$ cat src/rtl/dbs_pkg.sv
package dbs_pkg;
  localparam int unsigned DATA_W = 32;
  localparam int unsigned CODE_W = 2;
  localparam int unsigned DATA_LO = CODE_W;
  localparam int unsigned ADDR_LO = CODE_W + DATA_W;

  typedef enum logic [CODE_W-1:0] {
    CMD_NOP   = 2'd0,
    CMD_READ  = 2'd1,
    CMD_WRITE = 2'd2,
    CMD_RSVD  = 2'd3
  } cmd_e;

  typedef enum logic [CODE_W-1:0] {
    ST_OK   = 2'd0,
    ST_RSVD = 2'd1,
    ST_FAIL = 2'd2,
    ST_BUSY = 2'd3
  } stat_e;

  function automatic logic is_access(input logic [CODE_W-1:0] code);
    return (code == CMD_READ) || (code == CMD_WRITE);
  endfunction
endpackage

$ cat src/rtl/dbs_field_split.sv
module dbs_field_split
  import dbs_pkg::*;
#(
  parameter int unsigned AW = 10,
  localparam int unsigned SW = AW + ADDR_LO
) (
  input  logic [SW-1:0]     word,
  output logic [AW-1:0]     addr,
  output logic [DATA_W-1:0] data,
  output cmd_e              cmd
);
  assign addr = word[SW-1:ADDR_LO];
  assign data = word[ADDR_LO-1:DATA_LO];
  assign cmd  = cmd_e'(word[CODE_W-1:0]);
endmodule

$ cat src/rtl/dbs_req_port.sv
module dbs_req_port
  import dbs_pkg::*;
#(
  parameter int unsigned AW = 10
) (
  input  logic              clk,
  input  logic              rst_n,
  input  logic              issue,
  input  logic [AW-1:0]     issue_addr,
  input  logic [DATA_W-1:0] issue_data,
  input  logic              issue_wr,
  output logic              req_valid,
  input  logic              req_ready,
  output logic [AW-1:0]     req_addr,
  output logic [DATA_W-1:0] req_wdata,
  output logic              req_write,
  input  logic              resp_valid,
  output logic              inflight
);
  always_ff @(posedge clk or negedge rst_n) begin
    if (!rst_n) begin
      req_valid <= 1'b0;
      req_addr  <= '0;
      req_wdata <= '0;
      req_write <= 1'b0;
      inflight  <= 1'b0;
    end else begin
      if (issue) begin
        req_valid <= 1'b1;
        req_addr  <= issue_addr;
        req_wdata <= issue_data;
        req_write <= issue_wr;
      end else if (req_valid && req_ready) begin
        req_valid <= 1'b0;
      end
      if (issue)           inflight <= 1'b1;
      else if (resp_valid) inflight <= 1'b0;
    end
  end
endmodule

$ cat src/rtl/dbs_image.sv
module dbs_image
  import dbs_pkg::*;
#(
  parameter int unsigned AW = 10,
  localparam int unsigned SW = AW + ADDR_LO
) (
  input  logic              clk,
  input  logic              rst_n,
  input  logic              load,
  input  logic [SW-1:0]     load_word,
  input  logic              drop,
  input  logic              resp_fire,
  input  logic              resp_is_read,
  input  logic              resp_err,
  input  logic [DATA_W-1:0] resp_rdata,
  input  logic              clear,
  input  logic              inflight,
  output logic [SW-1:0]     image_word,
  output logic              sticky
);
  logic [SW-1:0] img_d;
  logic          sticky_d;
  logic          sticky_base;

  assign sticky_base = sticky & ~clear;

  always_comb begin
    img_d    = image_word;
    sticky_d = sticky_base;
    if (load) begin
      img_d = load_word;
      img_d[CODE_W-1:0] = is_access(load_word[CODE_W-1:0]) ? ST_BUSY : ST_OK;
    end else begin
      if (resp_fire) begin
        if (resp_is_read && !resp_err) img_d[ADDR_LO-1:DATA_LO] = resp_rdata;
        img_d[CODE_W-1:0] = sticky_base ? ST_BUSY : (resp_err ? ST_FAIL : ST_OK);
      end else if (clear && !inflight) begin
        img_d[CODE_W-1:0] = ST_OK;
      end
      if (drop) begin
        img_d[CODE_W-1:0] = ST_BUSY;
        sticky_d = 1'b1;
      end
    end
  end

  always_ff @(posedge clk or negedge rst_n) begin
    if (!rst_n) begin
      image_word <= '0;
      sticky     <= 1'b0;
    end else begin
      image_word <= img_d;
      sticky     <= sticky_d;
    end
  end
endmodule

$ cat src/rtl/dbs_scan_handler.sv
module dbs_scan_handler
  import dbs_pkg::*;
#(
  parameter int unsigned AW = 10,
  localparam int unsigned SW = AW + ADDR_LO
) (
  input  logic              clk,
  input  logic              rst_n,
  input  logic              upd_pulse,
  input  logic [SW-1:0]     scan_word,
  input  logic              bus_clear,
  output logic [SW-1:0]     image_word,
  output logic              req_valid,
  input  logic              req_ready,
  output logic [AW-1:0]     req_addr,
  output logic [DATA_W-1:0] req_wdata,
  output logic              req_write,
  input  logic              resp_valid,
  input  logic [DATA_W-1:0] resp_rdata,
  input  logic              resp_err
);
  logic [AW-1:0]     f_addr;
  logic [DATA_W-1:0] f_data;
  cmd_e              f_cmd;
  logic              inflight_q;
  logic              sticky_q;
  logic              accept;
  logic              drop;
  logic              issue;
  logic              resp_fire;

  dbs_field_split #(.AW(AW)) u_split (
    .word (scan_word),
    .addr (f_addr),
    .data (f_data),
    .cmd  (f_cmd)
  );

  assign accept    = upd_pulse && !inflight_q && !(sticky_q && !bus_clear);
  assign drop      = upd_pulse && !accept;
  assign issue     = accept && is_access(f_cmd);
  assign resp_fire = resp_valid && inflight_q;

  dbs_req_port #(.AW(AW)) u_req (
    .clk        (clk),
    .rst_n      (rst_n),
    .issue      (issue),
    .issue_addr (f_addr),
    .issue_data (f_data),
    .issue_wr   (f_cmd == CMD_WRITE),
    .req_valid  (req_valid),
    .req_ready  (req_ready),
    .req_addr   (req_addr),
    .req_wdata  (req_wdata),
    .req_write  (req_write),
    .resp_valid (resp_valid),
    .inflight   (inflight_q)
  );

  dbs_image #(.AW(AW)) u_img (
    .clk          (clk),
    .rst_n        (rst_n),
    .load         (accept),
    .load_word    (scan_word),
    .drop         (drop),
    .resp_fire    (resp_fire),
    .resp_is_read (!req_write),
    .resp_err     (resp_err),
    .resp_rdata   (resp_rdata),
    .clear        (bus_clear),
    .inflight     (inflight_q),
    .image_word   (image_word),
    .sticky       (sticky_q)
  );
endmodule

$ cat config.mk
export PLATFORM = sky130hd
export DESIGN_NAME = dbs_scan_handler
export DESIGN_NICKNAME = d
export VERILOG_FILES = /design/src/rtl/dbs_pkg.sv /design/src/rtl/dbs_field_split.sv /design/src/rtl/dbs_req_port.sv /design/src/rtl/dbs_image.sv /design/src/rtl/dbs_scan_handler.sv
export SDC_FILE = /design/constraint.sdc
export NUM_CORES = 1
export LEC_CHECK = 0
export BUFFER_PORTS_ARGS = -buffer_cell sky130_fd_sc_hd__buf_2
export CELL_PAD_IN_SITES_DETAIL_PLACEMENT = 1
export CELL_PAD_IN_SITES_GLOBAL_PLACEMENT = 2
export CORE_ASPECT_RATIO = 0.75
export CORE_MARGIN = 4
export CORE_UTILIZATION = 28
export DETAILED_ROUTE_END_ITERATION = 10
export GPL_TIMING_DRIVEN = 0
export MAX_ROUTING_LAYER = met4
export PLACE_DENSITY_LB_ADDON = 0.1
export SYNTH_ARGS = -nofsm -noshare
export SYNTH_HDL_FRONTEND = slang
export SYNTH_SLANG_ARGS = --single-unit
$ cat constraint.sdc
create_clock -name clk -period 1.6 [get_ports clk]
set_input_delay 0.32 -clock clk [delete_from_list [all_inputs] [get_ports clk]]
set_output_delay 0.32 -clock clk [all_outputs]
set_load 0.02 [all_outputs]
==> results.md, run 1 <==
- Worst setup path class: reg2reg
- Sequential area share after synthesis: 55.6%
- Hold Path End: u_req.req_valid
- Slowest CP cell: dfrtp_2
- Post-synthesis compound-gate area fraction: 1.33%
- Synthesized netlist cell count: 244
- Fin util: 43.2%
- Die area: 16500 um^2
- Worst Path Required: 1.82 ns
- Die H: 112 um
- Nets: 525
- Hold crit path type: in2reg
- Synth Area in Simple Gates: 1.45%
- Max incr delay on CP: 0.41 ns
- Top cell type's share of synthesized area: 55.6%
- Hold Crit Start: req_ready
- Die width: 147 um
- CP cell instances: nor4bb_2, buf_4, buf_12, mux2_2, mux2_4
- Crit Reg-Reg Startpoint: u_req.req_write
- Total congestion overflow: 0
- Largest net degree at the start of global routing: 53
- Avg WL per Cell: 18.0 um
- Worst setup SP type: register
- Largest family of logic cells by synthesized area: multiplexers
- Final setup viols: 65
- Final Slew Violations: 0
- Skew final: 0.00404 ns
- Area contributors post-synth: dfrtp_1 (56%), mux2_2 (20%), mux2_4 (14%)
- PortBufs: 170
- First-pass GRT wire length: 17700 um
- I/O pin cnt: 171
- Worst Path Max Fanout: 10
- WP buf/inv: 2
- Power Total: 9350 uW
- Post-Synthesis Cell Area: 4050 um^2
- Residual DRC: 0
- Starting Density: 29.1%
- Vias/cell: 4.29
- GPL Wtd Cong: 0.731
- Post-layout minimum cycle time: 1.73 ns
- CP top delay family: multiplexers
- Initial antenna violation count: 2
- Mux cell area share after synthesis: 36.3%
- Count leader, synth: dfrtp_1
- R2R cell count: 5
- Via Count: 2759
- EDFF count, synth: 0
- Design Area, Final: 6020 um^2
- Clk root buf: clkbuf_16
- Vias in the first global route: 3130
- Leakage Power: 0.00300 uW
- Synthesized flop and latch total: 90
- WP depth: 5
- Status: complete, but fails checks
- Peak Freq: 0.577 GHz
- FP Rows: 37
- WL final: 11600 um
- Fraction of layout cells with a size suffix above 1: 76.0%
- Failing checks: setup timing
- Final hold vios: 0
- Avg Inst Size Synth: 16.6 um^2
- Global-route usage over all layers: 14.1%
- DP HPWL: 7920 um
- Total CTS buffers: 9
- Max-Cap Viols: 0
- Clock transition at the registers of the reported paths: 0.07 ns
- Non-Filler Instances: 643
- Fin crit share: 108%
- RSZ-0062 raised after global routing: true
- R2R Setup Slk: -0.13 ns
- Area growth syn-to-layout: 48.7%
- Post-DP Area: 5350 um^2
- CTS tree: done
- Core region area: 13900 um^2
- Syn nets: 328
- Cell taking the most area after synthesis: dfrtp_1
- Cell Pwr Density: 1550 nW/um^2
- Xor and xnor area share after synthesis: 0%
- Worst vdd ir: 0.000607 V
- Post-synth top cells: dfrtp_1 (90), mux2_2 (73), mux2_4 (38)
- Hold path depth: 2
- First DRT Iteration DRCs: 72
- Synth Area in Adders: 0.309%
- RR Endpoint: u_img.image_word[17]
- Inst Count DP: 610
- Clk sink count: 90
- Data arrival, critical path: 1.96 ns
- CTS Buffer Depth: 2
- Fill count: 1451
- Main synth FF type: dfrtp_1
- Critical path endpoint category: register
- Worst setup margin: -0.133 ns
- Clk Latency, worst-skew pair: 0.34 ns
- Post-synthesis cell type count: 23
- DR pass1 iterations: 4
- Synth async-reset ratio: 100%
- Actual slew at the worst max-slew pin: 0.541 ns
- Max_slew headroom: 64.0%
- Htree depth: 3
- Routed Antenna Nets: 0
- Yosys warns: 0
layout by cell type (no fill, tap or decap), types with 3 or more instances in the layout:
cell type / n
mux2_4: 94
mux2_1: 3
nand3_1: 3
dfrtp_1: 88
buf_6: 4
mux2_2: 20
buf_4: 8
clkinvlp_4: 3
buf_12: 12
buf_2: 169
clkbuf_16: 14
inv_1: 4
sequential cells by signal, summed over array words and instances (netlist names):
register,cells
u_img.image_word,44
u_req.req_write,1
u_img.sticky,1
u_req.inflight,1
u_req.req_addr,10
u_req.req_wdata,32
u_req.req_valid,1
area by class of cell:
type	instances	area (um^2)	share of cell area [%]
Antenna cell	2	5.00	0.0831
Buffer	13	248	4.11
Clock buffer	10	239	3.97
Clock inverter	6	41.3	0.686
Inverter	5	18.8	0.312
Multi-Input combinational cell	134	1840	30.5
Sequential cell	90	2250	37.4
Tap cell	195	244	4.05
Timing Repair Buffer	188	1130	18.8
layer usage:
layer	track usage [%]	vias up	wire length (um)
met5	-	-	0
met4	3.57	0	122
met3	5.81	10	1080
met2	21.0	110	5140
met1	17.7	1373	5230
li1	-	1266	-
cells by family (layout without fill, tap and decap cells):
| group | after synthesis | after routing |
|---|---|---|
| AOI/OAI and AO/OA | 8 | 8 |
| adders and majority gates | 1 | 1 |
| buffers and inverters | 20 | 222 |
| DFF | 90 | 90 |
| muxes | 118 | 118 |
| other | 0 | 2 |
| and+or+nand+nor | 7 | 7 |
how the worst max path moves through the flow:
stage,slack (ns),from,to
4_1_cts,-0.19,u_req.req_write,u_img.image_word[31]
3_3_place_gp,-0.96,rst_n,u_req.req_write
6_report,-0.13,u_req.req_write,u_img.image_word[17]
2_1_floorplan,-0.12,u_req.req_write,u_img.image_word[14]
3_5_place_dp,-0.49,scan_word[0],u_req.req_wdata[13]
5_1_grt,-0.24,u_req.req_write,u_img.image_word[17]
power breakdown:
group	leakage, uW	internal [uW]	switching (uW)
clock network	0.000131	1100	923
logic	0.00182	2060	1890
registers	0.00106	3000	389
total	0.00300	6150	3200
timing repair:
item                                    CTS  global route
endpoints found under the hold margin    38             0
endpoints found under the setup margin   85            85
setup buffers                             6             4
pin swaps                                 1             1
gates resized for setup                  15            29
hold buffers                              1             0
cloned                                    1             5
stage by stage:
step	TNS (ns)	setup slack, ns	hold WS [ns]
4_1_cts	-7.71	-0.191	0.160
2_1_floorplan	-6.95	-0.122	0.0244
6_report	-4.43	-0.133	0.173
3_5_place_dp	-28.57	-0.490	0.337
3_3_place_gp	-99.25	-0.963	0.487
5_1_grt	-10.74	-0.239	0.184
(Power assumes the default switching activity.)
==> inputs of run 2 (changes only) <==
--- a/constraint.sdc
+++ b/constraint.sdc
@@ -3,2 +3,2 @@
 set_output_delay 0.32 -clock clk [all_outputs]
-set_load 0.02 [all_outputs]
+set_load 0.01 [all_outputs]
==> results.md, run 2 (synthesis results as in run 1) <==
- Status: complete, but fails checks (unchanged)
- Failing checks: hold timing, setup timing (was setup timing)
- Residual DRC: 0 (unchanged)
- Most frequent cells in the layout: buf_2 (169), mux2_4 (105), dfrtp_1 (90) (was buf_2 (169), mux2_4 (94), dfrtp_1 (88))
- Worst Path Max Fanout: 10 (unchanged)
- Inst Count DP: 610 (unchanged)
- CTS tree: done (unchanged)
- Clk root buf: clkbuf_16 (unchanged)
- Most common cell after layout, fill and taps aside: buf_2 (unchanged)
- Area growth syn-to-layout: 52.7% (was 48.7%)
- Die width: 147 um (unchanged)
- Critical path endpoint category: register (unchanged)
- Fraction of layout cells with a size suffix above 1: 75.9% (was 76.0%)
- Sw frac: 28.2% (was 34.2%)
- Leakage Power: 0.00311 uW (was 0.00300 uW)
- Cell Pwr Density: 1500 nW/um^2 (was 1550 nW/um^2)
- Hold WS: -0.00887 ns (was 0.173 ns)
- Final Slew Violations: 0 (unchanged)
- Largest net degree at the start of global routing: 47 (was 53)
- Worst vdd ir: 0.000543 V (was 0.000607 V)
- Fin crit share: 109% (was 108%)
- Worst setup margin: -0.152 ns (was -0.133 ns)
- CP cell instances: nor4bb_4, buf_6, buf_12, mux2_2, mux2_4 (was nor4bb_2, buf_4, buf_12, mux2_2, mux2_4)
- Total congestion overflow: 0 (unchanged)
- Nets: 528 (was 525)
- CP top delay family: multiplexers (unchanged)
- Worst setup SP type: register (unchanged)
- Via Count: 2779 (was 2759)
- Die area: 16500 um^2 (unchanged)
- Gate power share: 37.8% (was 42.2%)
- Max_slew headroom: 57.5% (was 64.0%)
- Sw power: 2620 uW (was 3200 uW)
- Die H: 112 um (unchanged)
- Initial antenna violation count: 1 (was 2)
- Sequential power share: 36.2% (about the same)
- DP HPWL: 7730 um (was 7920 um)
- Final setup viols: 42 (was 65)
- Biggest regs: u_img.image_word (44), u_req.req_wdata (32), u_req.req_addr (10) (unchanged)
- GPL Wtd Cong: 0.676 (was 0.731)
- Vias/cell: 4.31 (was 4.29)
- Max reg flops: 44 (unchanged)
- Worst Path Required: 1.82 ns (about the same)
- Vias in the first global route: 3070 (was 3130)
- Top reg by flops: u_img.image_word (unchanged)
- Core region area: 13900 um^2 (unchanged)
- RSZ-0062 raised after global routing: true (unchanged)
- Actual slew at the worst max-slew pin: 0.637 ns (was 0.541 ns)
- I/O pin cnt: 171 (unchanged)
- Global-route usage over all layers: 13.7% (was 14.1%)
- Post-layout minimum cycle time: 1.75 ns (was 1.73 ns)
- Internal power: 6670 uW (was 6150 uW)
- Hold crit path type: in2async (was in2reg)
- WP buf/inv: 2 (unchanged)
- Max incr delay on CP: 0.41 ns (about the same)
- Total CTS buffers: 9 (unchanged)
- Worst setup path class: reg2reg (unchanged)
- PortBufs: 170 (unchanged)
- Avg WL per Cell: 17.8 um (was 18.0 um)
- Max-Cap Viols: 0 (unchanged)
- Skew final: 0.00587 ns (was 0.00404 ns)
- Slowest CP cell: dfrtp_1 (was dfrtp_2)
- Clock group share of total power: 26.0% (was 21.6%)
- Routed Antenna Nets: 0 (unchanged)
- First DRT Iteration DRCs: 58 (was 72)
- Clk sink count: 90 (unchanged)
- Clk Latency, worst-skew pair: 0.34 ns (about the same)
- Htree depth: 3 (unchanged)
- Data arrival, critical path: 1.97 ns (was 1.96 ns)
- WL final: 11500 um (was 11600 um)
- CTS Buffer Depth: 2 (unchanged)
- Peak Freq: 0.571 GHz (was 0.577 GHz)
- Starting Density: 29.1% (unchanged)
- Non-Filler Instances: 645 (was 643)
- DR pass1 iterations: 4 (unchanged)
- Fin util: 44.4% (was 43.2%)
- First-pass GRT wire length: 17200 um (was 17700 um)
- Clock transition at the registers of the reported paths: 0.06 ns (was 0.07 ns)
- FP Rows: 37 (unchanged)
- Final hold vios: 3 (was 0)
## run 2: cell types whose count changed in the layout (fill, tap and decap cells not counted), moves of 3 or more
cell,previous run,this run
mux2_4,94,105
mux2_2,20,11
buf_6,4,7
bufinv_16,0,3
## run 2: cell type report
class / count / area (um^2)
Multi-Input combinational cell: 134 / 1890
Tap cell: 195 / 244
Clock inverter: 5 / 103
Buffer: 13 / 246
Clock buffer: 11 / 233
Antenna cell: 1 / 2.50
Fill cell: 1463 / 7750
Inverter: 5 / 18.8
Timing Repair Buffer: 191 / 1200
Sequential cell: 90 / 2250
## run 2: worst paths after layout
check                                    startpoint                    to  slack, ns  depth (start not counted)
worst min register to register  u_req.req_wdata[13]   u_req.req_wdata[13]       0.50                          1
worst max-delay path                u_req.req_write  u_img.image_word[17]      -0.15                          5
max in group asynchronous                     rst_n  u_img.image_word[14]       0.95                          2
min in group clk                          req_ready       u_req.req_valid       0.18                          2
worst min-delay path                          rst_n   u_img.image_word[9]     -0.009                          1
worst max register to register      u_req.req_write  u_img.image_word[17]      -0.15                          5
## run 2: stage by stage
step | hold WS, ns | setup slack [ns] | instance area [um^2] | power (uW) | TNS [ns]
global route | 0.0475 | -0.221 | 6180 | 9830 | -9.14
global placement | 0.467 | -0.821 | 5200 | 6280 | -101.83
detailed placement | 0.386 | -0.459 | 5230 | 6340 | -27.61
CTS | 0.0135 | -0.173 | 5870 | 9170 | -6.44
floorplan | 0.0244 | -0.0851 | 4110 | 5140 | -5.68
finish | -0.00887 | -0.152 | 6180 | 9290 | -4.19
## run 2: power groups by stage
| stage | clock, uW | sequential [uW] | combinational [uW] |
|---|---|---|---|
| after global routing | 2610 | 3470 | 3750 |
| after floorplan | 0 | 3730 | 1410 |
| final | 2410 | 3370 | 3510 |
| after global placement | 0 | 3340 | 2930 |
| after CTS | 2510 | 3360 | 3310 |
| after detailed placement | 0 | 3370 | 2970 |
## run 2: routing by layer
metal  GRT usage (%)  part of all wire (%)  wire, um  vias up
met5               -                     0         0        -
met4            3.82                   1.3       145        0
met2            19.5                    42      4880      108
met3            4.96                   6.5       747       13
met1            18.4                    50      5710     1385
li1                -                     -         -     1273
## run 2: what timing repair did
item                                    4_1_cts  5_1_grt
pin swaps                                     2        2
hold buffers                                  0        0
gates cloned                                  1        7
endpoints found under the setup margin       85       85
buffers inserted                             10        2
gates resized for setup                      54       34
==> inputs of run 3 (changes only) <==
Settings changed: SETUP_SLACK_MARGIN set to 0.1.
==> results.md, run 3 (synthesis results as in run 1) <==
- Actual slew at the worst max-slew pin: 0.647 ns (was 0.637 ns)
- Worst Path Required: 1.83 ns (was 1.82 ns)
- First-pass GRT wire length: 17800 um (was 17200 um)
- Vias in the first global route: 3157 (was 3070)
- Final setup viols: 76 (was 42)
- Skew final: 0.00450 ns (was 0.00587 ns)
- Max-Cap Viols: 0 (unchanged)
- Top reg by flops: u_img.image_word (unchanged)
- Initial antenna violation count: 1 (unchanged)
- Peak Freq: 0.579 GHz (was 0.571 GHz)
- Core region area: 13900 um^2 (unchanged)
- Via Count: 2786 (was 2779)
- CTS tree: done (unchanged)
- Clk sink count: 90 (unchanged)
- Cell Pwr Density: 1500 nW/um^2 (about the same)
- Most common cell after layout, fill and taps aside: buf_2 (unchanged)
- DR pass1 iterations: 4 (unchanged)
- Global-route usage over all layers: 14.3% (was 13.7%)
- Routed Antenna Nets: 0 (unchanged)
- Critical path endpoint category: register (unchanged)
- Die H: 112 um (unchanged)
- Clk root buf: clkbuf_16 (unchanged)
- PortBufs: 170 (unchanged)
- Vias/cell: 4.30 (was 4.31)
- Slowest CP cell: dfrtp_1 (unchanged)
- Failing checks: hold timing, setup timing (unchanged)
- I/O pin cnt: 171 (unchanged)
- Total congestion overflow: 0 (unchanged)
- Worst Path Max Fanout: 5 (was 10)
- Worst setup margin: -0.126 ns (was -0.152 ns)
- Final hold vios: 3 (unchanged)
- Max incr delay on CP: 0.41 ns (about the same)
- Area growth syn-to-layout: 54.3% (was 52.7%)
- GPL Wtd Cong: 0.676 (unchanged)
- Power Total: 9360 uW (was 9290 uW)
- Fill count: 1451 (was 1463)
- Fin crit share: 108% (was 109%)
- Max_slew headroom: 56.9% (was 57.5%)
- Avg WL per Cell: 17.8 um (about the same)
- Largest net degree at the start of global routing: 47 (unchanged)
- Htree depth: 3 (unchanged)
- Die area: 16500 um^2 (unchanged)
- First DRT Iteration DRCs: 45 (was 58)
- Nets: 530 (was 528)
- FP Rows: 37 (unchanged)
- RSZ-0062 raised after global routing: true (unchanged)
- Biggest regs: u_img.image_word (44), u_req.req_wdata (32), u_req.req_addr (10) (unchanged)
- Pre-CTS setup slack: -0.459 ns (unchanged)
- Hold crit path type: in2async (unchanged)
- DP HPWL: 7730 um (unchanged)
- Starting Density: 29.1% (unchanged)
- Worst setup path class: reg2reg (unchanged)
- Most frequent cells in the layout: buf_2 (169), mux2_4 (108), dfrtp_1 (90) (was buf_2 (169), mux2_4 (105), dfrtp_1 (90))
- Worst setup SP type: register (unchanged)
- Worst vdd ir: 0.000556 V (was 0.000543 V)
- Residual DRC: 0 (unchanged)
- Fraction of layout cells with a size suffix above 1: 76.5% (was 75.9%)
- Leakage Power: 0.00313 uW (was 0.00311 uW)
- Clk Latency, worst-skew pair: 0.34 ns (about the same)
- Max reg flops: 44 (unchanged)
- Total CTS buffers: 9 (unchanged)
- Status: complete, but fails checks (unchanged)
- CTS Buffer Depth: 2 (unchanged)
- Hold WS: -0.00711 ns (was -0.00887 ns)
- Die width: 147 um (unchanged)
- CP cell instances: nor4bb_4, buf_6, clkbuf_16, mux2_1, mux2_4 (was nor4bb_4, buf_6, buf_12, mux2_2, mux2_4)
- Final Slew Violations: 0 (unchanged)
- Clock transition at the registers of the reported paths: 0.07 ns (was 0.06 ns)
- Post-layout minimum cycle time: 1.73 ns (was 1.75 ns)
- Data arrival, critical path: 1.95 ns (was 1.97 ns)
- WL final: 11500 um (about the same)
run 3: layer usage:
layer	share of wire (%)	GRT usage [%]
met2	42	20.5
met1	50	19.4
met3	6.6	4.96
met5	0	-
met4	1.2	3.76
run 3: repair_timing:
action / in CTS / in global routing
setup buffers: 15 / 1
resized for setup: 81 / 15
gates cloned: 5 / 2
hold buffers: 0 / 0
pin swaps: 1 / 1
setup endpoints to repair: 85 / 87
hold endpoints to repair: 0 / 0
run 3: metrics by stage:
step	cells	TNS (ns)	util, %	hold WS (ns)	cell area [um^2]
2_1_floorplan	244	-5.68	-	0.0244	4110
3_3_place_gp	609	-101.83	37.3	0.467	5200
3_5_place_dp	610	-27.61	37.5	0.386	5230
4_1_cts	646	-10.18	44.3	0.0135	6170
5_1_grt	647	-9.97	44.8	0.0440	6240
6_report	648	-4.89	44.8	-0.00711	6250
run 3: worst paths after layout:
check,start,endpoint,slack (ns),cells past startpoint
worst max-delay path,u_req.req_write,u_img.image_word[29],-0.13,5
worst min-delay path,rst_n,u_img.image_word[9],-0.007,1
worst max register to register,u_req.req_write,u_img.image_word[29],-0.13,5
worst min register to register,u_req.req_wdata[26],u_req.req_wdata[26],0.51,1
max in group asynchronous,rst_n,u_img.image_word[14],0.95,2
min in group clk,req_ready,u_req.req_valid,0.19,2
run 3: layout make-up:
class	count	area [um^2]	area share [%]
Sequential cell	90	2250	36.1
Buffer	14	258	4.13
Tap cell	195	244	3.91
Multi-Input combinational cell	134	1930	30.8
Inverter	5	18.8	0.300
Antenna cell	2	5.00	0.0801
Clock inverter	5	103	1.64
Timing Repair Buffer	192	1210	19.3
Clock buffer	11	233	3.73
run 3: report_power, final:
| group | leakage [uW] | total, uW | internal [uW] | switching [uW] |
|---|---|---|---|---|
| clock | 0.000160 | 2420 | 1530 | 893 |
| combinational | 0.00191 | 3580 | 2190 | 1390 |
| sequential | 0.00106 | 3370 | 3000 | 370 |
run 3: worst max-delay path, delay by kind of cell (launching register included):
family | cells | cell delay, ns
flops | 1 | 0.41
buf+inv | 2 | 0.35
simple gates | 1 | 0.28
mux | 2 | 0.58
